`src/rtl/sem_pkg.sv`:
```
package sem_pkg;
   // Per-semaphore state: who owns it and who is waiting for it
   typedef struct packed {
      logic own_l;
      logic own_r;
      logic wait_l;
      logic wait_r;
   } sem_state_t;

   localparam sem_state_t SEM_IDLE = '{own_l: 1'b0, own_r: 1'b0, wait_l: 1'b0, wait_r: 1'b0};
endpackage

```
`src/rtl/sem_port_dec.sv`:
```
module sem_port_dec #(
   parameter int NUM_SEM = 8,
   parameter int ADDR_W  = 12,
   parameter int DATA_W  = 16,
   localparam int IDX_W  = $clog2(NUM_SEM)
) (
   input  logic               sel_n,
   input  logic               ce_n,
   input  logic [ADDR_W-1:0]  addr,
   input  logic               wr,
   input  logic [DATA_W-1:0]  wdata,
   output logic [NUM_SEM-1:0] wr_hit,
   output logic               wr_bit,
   output logic               rd_go,
   output logic [IDX_W-1:0]   idx
);
   logic active;

   // semaphore access needs select low and memory enable high
   assign active = ~sel_n & ce_n;
   // only the low index bits pick the semaphore
   assign idx    = addr[IDX_W-1:0];
   // bit 0 alone carries the write value
   assign wr_bit = wdata[0];
   assign rd_go  = active & ~wr;

   always_comb begin
      wr_hit = '0;
      if (active && wr) wr_hit[idx] = 1'b1;
   end
endmodule

```
`src/rtl/sem_cell.sv`:
```
module sem_cell
   import sem_pkg::*;
#(
   parameter bit LEFT_WINS = 1'b1
) (
   input  logic clk,
   input  logic rst_n,
   input  logic wr_l,
   input  logic val_l,
   input  logic wr_r,
   input  logic val_r,
   output logic own_l,
   output logic own_r
);
   sem_state_t st, st_nxt;
   logic want_l, want_r, keep_l, keep_r, free_nxt;
   logic take_l, take_r;

   // A write sets or clears this port's desire; otherwise a waiting claim persists
   assign want_l = wr_l ? ~val_l : st.wait_l;
   assign want_r = wr_r ? ~val_r : st.wait_r;
   // An owner keeps the latch unless it writes 1
   assign keep_l = st.own_l & ~(wr_l & val_l);
   assign keep_r = st.own_r & ~(wr_r & val_r);
   assign free_nxt = ~keep_l & ~keep_r;

   generate
      if (LEFT_WINS) begin : g_left_first
         assign take_l = free_nxt & want_l;
         assign take_r = free_nxt & want_r & ~want_l;
      end else begin : g_right_first
         assign take_r = free_nxt & want_r;
         assign take_l = free_nxt & want_l & ~want_r;
      end
   endgenerate

   always_comb begin
      st_nxt.own_l  = keep_l | take_l;
      st_nxt.own_r  = keep_r | take_r;
      st_nxt.wait_l = want_l & ~st_nxt.own_l;
      st_nxt.wait_r = want_r & ~st_nxt.own_r;
   end

   always_ff @(posedge clk or negedge rst_n) begin
      if (!rst_n) st <= SEM_IDLE;
      else        st <= st_nxt;
   end

   assign own_l = st.own_l;
   assign own_r = st.own_r;

   // ownership is exclusive
   a_r12_exclusive: assert property (@(posedge clk) disable iff (!rst_n)
      !(own_l && own_r));
   // a lone claim of a free latch wins
   a_r5_claim_left: assert property (@(posedge clk) disable iff (!rst_n)
      (!own_l && !own_r && wr_l && !val_l && !(wr_r && !val_r)) |=> own_l);
   a_r5_claim_right: assert property (@(posedge clk) disable iff (!rst_n)
      (!own_l && !own_r && wr_r && !val_r && !(wr_l && !val_l)) |=> own_r);
   // the owner holds unless it writes 1
   a_r6_hold_left: assert property (@(posedge clk) disable iff (!rst_n)
      (own_l && !(wr_l && val_l)) |=> own_l);
   a_r6_hold_right: assert property (@(posedge clk) disable iff (!rst_n)
      (own_r && !(wr_r && val_r)) |=> own_r);
   // a waiting claim takes over on release
   a_r8_handover_r: assert property (@(posedge clk) disable iff (!rst_n)
      (own_l && wr_l && val_l && st.wait_r && !wr_r) |=> own_r);
   a_r8_handover_l: assert property (@(posedge clk) disable iff (!rst_n)
      (own_r && wr_r && val_r && st.wait_l && !wr_l) |=> own_l);
endmodule

```
`src/rtl/sem_rd_reg.sv`:
```
module sem_rd_reg #(
   parameter int DATA_W = 16
) (
   input  logic              clk,
   input  logic              rst_n,
   input  logic              rd_go,
   input  logic              view,
   output logic [DATA_W-1:0] rdata
);
   always_ff @(posedge clk or negedge rst_n) begin
      if (!rst_n)     rdata <= '1;
      else if (rd_go) rdata <= {DATA_W{view}};
   end

   // the register only moves on this port's read
   a_r11_hold: assert property (@(posedge clk) disable iff (!rst_n)
      !rd_go |=> $stable(rdata));
   // every bit carries the same value
   a_r11_replicated: assert property (@(posedge clk) disable iff (!rst_n)
      ($countones(rdata) == 0) || ($countones(rdata) == DATA_W));
endmodule

```
`src/rtl/sem_bank.sv`:
```
module sem_bank #(
   parameter int NUM_SEM   = 8,
   parameter int ADDR_W    = 12,
   parameter int DATA_W    = 16,
   parameter bit LEFT_WINS = 1'b1,
   localparam int IDX_W    = $clog2(NUM_SEM)
) (
   input  logic              clk,
   input  logic              rst_n,
   input  logic              l_sel_n,
   input  logic              l_ce_n,
   input  logic [ADDR_W-1:0] l_addr,
   input  logic              l_wr,
   input  logic [DATA_W-1:0] l_wdata,
   output logic [DATA_W-1:0] l_rdata,
   input  logic              r_sel_n,
   input  logic              r_ce_n,
   input  logic [ADDR_W-1:0] r_addr,
   input  logic              r_wr,
   input  logic [DATA_W-1:0] r_wdata,
   output logic [DATA_W-1:0] r_rdata
);
   generate
      if (NUM_SEM < 2 || (1 << IDX_W) != NUM_SEM) begin : g_bad_num
         $error("sem_bank: NUM_SEM must be a power of two of at least 2");
      end
      if (ADDR_W < IDX_W) begin : g_bad_addr
         $error("sem_bank: ADDR_W narrower than the semaphore index");
      end
      if (DATA_W < 1) begin : g_bad_data
         $error("sem_bank: DATA_W must be positive");
      end
   endgenerate

   logic [NUM_SEM-1:0] l_hit, r_hit, own_l, own_r;
   logic               l_bit, r_bit, l_rd, r_rd;
   logic [IDX_W-1:0]   l_idx, r_idx;

   sem_port_dec #(.NUM_SEM(NUM_SEM), .ADDR_W(ADDR_W), .DATA_W(DATA_W)) u_dec_l (
      .sel_n(l_sel_n), .ce_n(l_ce_n), .addr(l_addr), .wr(l_wr), .wdata(l_wdata),
      .wr_hit(l_hit), .wr_bit(l_bit), .rd_go(l_rd), .idx(l_idx));

   sem_port_dec #(.NUM_SEM(NUM_SEM), .ADDR_W(ADDR_W), .DATA_W(DATA_W)) u_dec_r (
      .sel_n(r_sel_n), .ce_n(r_ce_n), .addr(r_addr), .wr(r_wr), .wdata(r_wdata),
      .wr_hit(r_hit), .wr_bit(r_bit), .rd_go(r_rd), .idx(r_idx));

   generate
      for (genvar g = 0; g < NUM_SEM; g++) begin : g_cell
         sem_cell #(.LEFT_WINS(LEFT_WINS)) u_cell (
            .clk(clk), .rst_n(rst_n),
            .wr_l(l_hit[g]), .val_l(l_bit),
            .wr_r(r_hit[g]), .val_r(r_bit),
            .own_l(own_l[g]), .own_r(own_r[g]));
      end
   endgenerate

   // Each port sees 0 only for a latch it holds
   sem_rd_reg #(.DATA_W(DATA_W)) u_rd_l (
      .clk(clk), .rst_n(rst_n), .rd_go(l_rd), .view(~own_l[l_idx]), .rdata(l_rdata));
   sem_rd_reg #(.DATA_W(DATA_W)) u_rd_r (
      .clk(clk), .rst_n(rst_n), .rd_go(r_rd), .view(~own_r[r_idx]), .rdata(r_rdata));

   // no write reaches a latch without a proper select
   a_r2_gate_left: assert property (@(posedge clk) disable iff (!rst_n)
      (l_sel_n || !l_ce_n) |-> (l_hit == '0));
   a_r2_gate_right: assert property (@(posedge clk) disable iff (!rst_n)
      (r_sel_n || !r_ce_n) |-> (r_hit == '0));
   // a read without a proper select leaves the read register alone
   a_r2_read_gate: assert property (@(posedge clk) disable iff (!rst_n)
      (l_sel_n || !l_ce_n) |=> $stable(l_rdata));
endmodule

```
`config.mk`:
```
export PLATFORM = sky130hd
export DESIGN_NAME = sem_bank
export DESIGN_NICKNAME = d
export VERILOG_FILES = /design/src/rtl/sem_pkg.sv /design/src/rtl/sem_port_dec.sv /design/src/rtl/sem_cell.sv /design/src/rtl/sem_rd_reg.sv /design/src/rtl/sem_bank.sv
export SDC_FILE = /design/constraint.sdc
export NUM_CORES = 1
export LEC_CHECK = 0
export BUFFER_PORTS_ARGS = -buffer_cell sky130_fd_sc_hd__buf_2
export CAP_MARGIN = 20
export CORE_MARGIN = 3
export CORE_UTILIZATION = 48
export DETAILED_ROUTE_END_ITERATION = 8
export PLACE_DENSITY = 0.81
export SYNTH_ARGS = -nofsm -noshare
export SYNTH_HDL_FRONTEND = slang
export SYNTH_SLANG_ARGS = --single-unit
```
`constraint.sdc`:
```
create_clock -name clk -period 1.78 [get_ports clk]
set_clock_uncertainty 0.1 [all_clocks]
set_input_delay 0.267 -clock clk [delete_from_list [all_inputs] [get_ports clk]]
set_output_delay 0.267 -clock clk [all_outputs]
set_load 0.02 [all_outputs]
```
==> results.toml, run 1 <==
[clock_network]
cts_buffers = 5
htreeDepth = 2
cts_resized = 0
cts_tree = "yes"
clockBufferDepth = 2
cts.sinks = 34
clk_pin_slew_ns = 0.07
clk_latency_ns = 0.29
cts-root-buf = "clkbuf_8"

[cells_and_area]
nFillCells = 388
layout.cells.non_filler = 298
seqCellArea_um2 = 853
multi_input_area_um2 = 1070
design_area_um2 = 2380
syn_to_final_growth_pct = 7.46
final_layout_size_suffix_gt1_share_pct = 33.7
fin_util_pct = 53.9
nNetsFinal = 309
n_antenna_cell = 0

[status]
status = "finished, final reports clean"

[timing]
fin_crit_sh_pct = 83.9
report.final.slew_viol_count = 0
tightest_slew_ns = 0.440
slew_headroom_pct = 70.4
finalSetupViolCount = 0
fin_ws_ns = 0.287
post-route-min-period_ns = 1.49
setup_tns_ns = 0
hold_viol = 0
fmax_mhz = 670
grt_setup_unrepaired = "no"

[global_route]
antenna_found_initial = 0
grt_max_degree = 35
use_met3_pct = 4.10
grt_pass1_wl_mm = 7.21
grt-busiest-layer = "met2"
gr-total-overflow = 0
grt_pass1_vias = 1558
grtUsageMet2_pct = 26.9
track_usage_pct = 17.3
grtUsageMet1_pct = 23.7

[pwr]
p_leak_nw = 0.948
irDropWorstVdd_mv = 0.551
power-per-cell-area_nw_per_um2 = 1150

[drt]
vias = 1727
dr.pass1.iters = 4
drc = 0
antenna_left = 0
wl_mm = 4.22
wire_per_inst_um = 14.2
drt_iter0_drc = 84
vias_per_cell = 5.80

[setup_path]
reg2reg_setup_slack_ns = 0.33
r2r_end = "u_rd_r.rdata[0]$_DFFE_PN1P_"
arrival_ns = 1.13
end_kind = "primary output"
crit_type = "reg2out"
crit_chain = "buf_2"
rr_worst_depth = 3
cpLargestDelayFamily = "flip-flops"
startpoint_type = "flip-flop"
reg2reg_from = "g_cell[6].u_cell.own_r$_DFF_PN0_"
cp_slowest_cell = "dfstp_2"
startpoint = "u_rd_r.rdata[0]$_DFFE_PN1P_"
worstPathRequired_ns = 1.41
worst-path-buf-inv = 1
cp_max_fo = 17
worstSetupPathDepth = 1
slowest_delay_ns = 0.64

[logic_synthesis]
synth-compound-area-share_pct = 16.2
synth_area_um2 = 2210
synthTopCellsByCount = "buf_4 (32), dfrtp_1 (32), nor2_1 (28)"
synth_xor_area_share_pct = 0
synth-seq-cells = 34
synthFlopType = "dfrtp_1"
synth_mux_area_share_pct = 7.24
synth_top_area_cell = "dfrtp_1"
synth-edff-count = 0
ys_seq_area_share_pct = 38.6
synth_warnings = 0
syn_inst = 223
syn-mean-instance-area_um2 = 9.93
synth_top_family_by_area = "simple AND/OR/NAND/NOR gates"
synth.net_count = 287
async_flop_share_pct = 100
synthSimpleGateAreaFrac_pct = 25.1
synthTopCellsByArea = "dfrtp_1 (36%), buf_4 (11%), nor2_1 (4.7%)"
synth_fa_ha_area_share_pct = 0
yosysUniqueCellTypes = 43
synthDominantCellAreaShare_pct = 36.2

[die]
die_h_um = 73.9
start_util_pct = 50.1
die-area_um2 = 5460
die_w_um = 73.9
core_area_um2 = 4410
pin_count = 96
rows = 24

[hold_path]
hold_depth = 4
hold_path.class = "in2reg"
hp-start = "l_sel_n"
whs_endpoint = "u_rd_l.rdata[0]$_DFFE_PN1P_"

[placement]
place_congestion = 0.825
pre_cts_ws_ns = 0.204
place_area_um2 = 2280
portBuffers = 47
dp_hpwl_mm = 3.22
dp.cells = 289

[flow_run]
drv_cap = 0
## sequential cells by signal, indices dropped and copies added (netlist names)
name	count
u_rd_l.rdata	1
g_cell.u_cell.own_r	8
g_cell.u_cell.st	16
g_cell.u_cell.own_l	8
u_rd_r.rdata	1
## worst max-delay path by stage
| stage | to | slack, ns |
|---|---|---|
| after floorplan | g_cell[1].u_cell.own_r$_DFF_PN0_ | 0.41 |
| final | r_rdata[15] | 0.29 |
| after global placement | g_cell[0].u_cell.st[0]$_DFF_PN0_ | 0.22 |
| after global routing | l_rdata[5] | 0.21 |
| after detailed placement | g_cell[0].u_cell.st[0]$_DFF_PN0_ | 0.20 |
| after CTS | r_rdata[15] | 0.26 |
## area by class of cell
| cell class | count | area share (%) |
|---|---|---|
| multi-input cells | 149 | 45.2 |
| repair buffers | 54 | 12.2 |
| clock inverters | 1 | 0.210 |
| well taps | 52 | 2.74 |
| flip-flops and latches | 34 | 35.9 |
| inverters | 1 | 0.158 |
| clock buffers | 7 | 3.63 |
## routing by layer
| metal | up-vias | wire length [um] | share of wire, % |
|---|---|---|---|
| met5 | - | 0 | 0 |
| met4 | 0 | 64 | 1.5 |
| met3 | 6 | 283 | 6.7 |
| met2 | 59 | 1920 | 45 |
| met1 | 825 | 1960 | 46 |
| li1 | 837 | - | - |
## where the power goes
part / switching [W] / total (W) / internal, W / leakage (nW)
Sequential: 0.000199 / 0.00111 / 0.000913 / 0.460
Clock: 0.000276 / 0.000588 / 0.000312 / 0.0482
Combinational: 0.000618 / 0.00105 / 0.000427 / 0.440
Total: 0.00109 / 0.00275 / 0.00165 / 0.948
## per-stage QoR
stage                     power (W)  hold slack (ns)
after floorplan             0.00211           -0.129
final                       0.00275            0.153
after detailed placement    0.00217            0.225
after global routing        0.00292            0.225
after CTS                   0.00277            0.150
after global placement      0.00215            0.217
## cells by family after synthesis
logic type / Yosys count
AND/OR/NAND/NOR: 93
multiplexers: 13
AO/OA/AOI/OAI: 43
buffers and inverters: 40
flip-flops: 34
## what timing repair did
item / 4_1_cts / 5_1_grt
endpoints found under the setup margin: 0 / 0
buffers inserted: 0 / 0
hold endpoints to repair: 32 / 0
hold buffers: 1 / 0
## layout by cell type, fill, tap and decap left out, drive strengths merged, types with 4 or more instances in the layout
| cell type | synthesis | final |
|---|---|---|
| buf | 38 | 53 |
| dfrtp | 32 | 32 |
| nor2 | 29 | 29 |
| nand2 | 13 | 13 |
| nor3 | 12 | 12 |
| mux2i | 10 | 10 |
| a31oi | 9 | 9 |
| o31a | 8 | 8 |
| o21a | 8 | 8 |
| o21ai | 7 | 7 |
| clkbuf | 1 | 7 |
| o32ai | 6 | 6 |
| nor4 | 6 | 6 |
| nand3 | 6 | 6 |
| nor2b | 5 | 5 |
| nand3b | 4 | 4 |
| nand2b | 4 | 4 |
No activity file was read; power rests on OpenSTA's default activity.
==> run 2, diff against run 1 <==
==> constraint.sdc (replaced) <==
create_clock -name clk -period 1.5 [get_ports clk]
set_clock_uncertainty 0.1 [all_clocks]
set_input_delay 0.225 -clock clk [delete_from_list [all_inputs] [get_ports clk]]
set_output_delay 0.225 -clock clk [all_outputs]
set_load 0.02 [all_outputs]
==> results.toml, run 2 (synthesis results as in run 1) <==
[setup_path]
crit_type = "reg2out"
arrival_ns = 1.16
startpoint_type = "flip-flop"
cp_max_fo = 8
end_kind = "primary output"
worstPathRequired_ns = 1.17

[timing]
hold_viol = 0
tightest_slew_ns = 0.453
setup_tns_ns = 0
report.final.slew_viol_count = 0
slew_headroom_pct = 69.8
post-route-min-period_ns = 1.49
finalSetupViolCount = 0
fmax_mhz = 672
grt_setup_unrepaired = "yes"
fin_crit_sh_pct = 99.2

[global_route]
grt_pass1_wl_mm = 7.63
gr-total-overflow = 0
antenna_found_initial = 0
track_usage_pct = 18.2
grt_max_degree = 35
grt_pass1_vias = 1612

[cells_and_area]
nNetsFinal = 332
largest_reg_flops = 16
n_antenna_cell = 0
design_area_um2 = 2570
syn_to_final_growth_pct = 16.1
final_layout_size_suffix_gt1_share_pct = 39.4
regMostFlops = "g_cell.u_cell.st"
final_common_cell = "buf_2"
layout.cells.non_filler = 321
final_cell_mix = "buf_2 (39), buf_4 (36), dfrtp_1 (32), nor2_1 (28), nand2_1 (12)"

[flow_run]
drv_cap = 0

[clock_network]
cts.sinks = 34
clk_pin_slew_ns = 0.07
htreeDepth = 2
cts_tree = "yes"
cts_buffers = 5
clockBufferDepth = 2
cts-root-buf = "clkbuf_8"
clk_latency_ns = 0.29

[placement]
dp_hpwl_mm = 3.46
dp.cells = 308
portBuffers = 47
place_area_um2 = 2420
place_congestion = 0.798

[pwr]
power_w = 0.00349
power-per-cell-area_nw_per_um2 = 1360
p_leak_nw = 1.07
irDropWorstVdd_mv = 0.858

[drt]
drc = 0
antenna_left = 0
wire_per_inst_um = 14.7
drt_iter0_drc = 90
vias_per_cell = 5.62
wl_mm = 4.73
vias = 1805
dr.pass1.iters = 4

[die]
die_h_um = 73.9
start_util_pct = 50.1
pin_count = 96
die_w_um = 73.9
rows = 24
die-area_um2 = 5460
core_area_um2 = 4410

[hold_path]
hold_path.class = "in2reg"

[status]
status = "finished, final reports clean"
run 2: area by class of cell:
type	instances	area, um2
clock buffers	7	86.3
clock inverters	1	5.00
fillers	362	1840
inverters	1	3.75
multi-input cells	149	1080
flip-flops and latches	34	853
well taps	52	65.1
repair buffers	77	480
run 2: repair_timing:
| action | 4_1_cts | 5_1_grt |
|---|---|---|
| buffers inserted | 0 | 4 |
| hold buffers | 1 | 0 |
| hold endpoints to repair | 32 | 0 |
| setup endpoints to repair | 0 | 33 |
| gates resized for setup | 0 | 11 |
run 2: final timing paths:
| check | end | slack [ns] | startpoint | cells past startpoint |
|---|---|---|---|---|
| hold reg to reg | g_cell[2].u_cell.st[1]$_DFF_PN0_ | 0.40 | g_cell[2].u_cell.own_l$_DFF_PN0_ | 1 |
| setup / recovery | l_rdata[7] | 0.01 | u_rd_l.rdata[0]$_DFFE_PN1P_ | 2 |
| setup reg to reg | u_rd_l.rdata[0]$_DFFE_PN1P_ | 0.11 | g_cell[0].u_cell.own_l$_DFF_PN0_ | 4 |
| hold / removal | u_rd_l.rdata[0]$_DFFE_PN1P_ | 0.11 | l_sel_n | 4 |
| max in group asynchronous | u_rd_r.rdata[0]$_DFFE_PN1P_ | 0.54 | rst_n | 3 |
| min in group asynchronous | g_cell[6].u_cell.own_r$_DFF_PN0_ | 0.40 | rst_n | 3 |
run 2: metal layers:
metal	share of wire (%)	up-vias	global-route usage (%)
li1	-	884	-
met1	46	846	24.8
met2	46	67	28.1
met3	5.9	8	4.10
met4	2.1	0	7.44
met5	0	-	0
run 2: metrics by stage:
stage	utilization [%]	hold slack, ns	worst slack, ns
after floorplan	-	-0.171	0.175
after global placement	54.8	0.178	-0.0346
after detailed placement	54.8	0.188	-0.0474
after CTS	57.1	0.101	0.0139
after global routing	58.2	0.211	-0.0300
final	58.2	0.114	0.0124
run 2: power by group:
part	internal [W]	total [W]	switching (W)	leakage, nW
clock network	0.000370	0.000697	0.000327	0.0482
logic	0.000689	0.00160	0.000908	0.563
registers	0.00108	0.00120	0.000118	0.460
total	0.00214	0.00349	0.00135	1.07
run 2: worst max-delay path: stages, from the launching register on:
cell,delay [ns]
dfstp_2,0.56
buf_4,0.15
buf_2,0.16
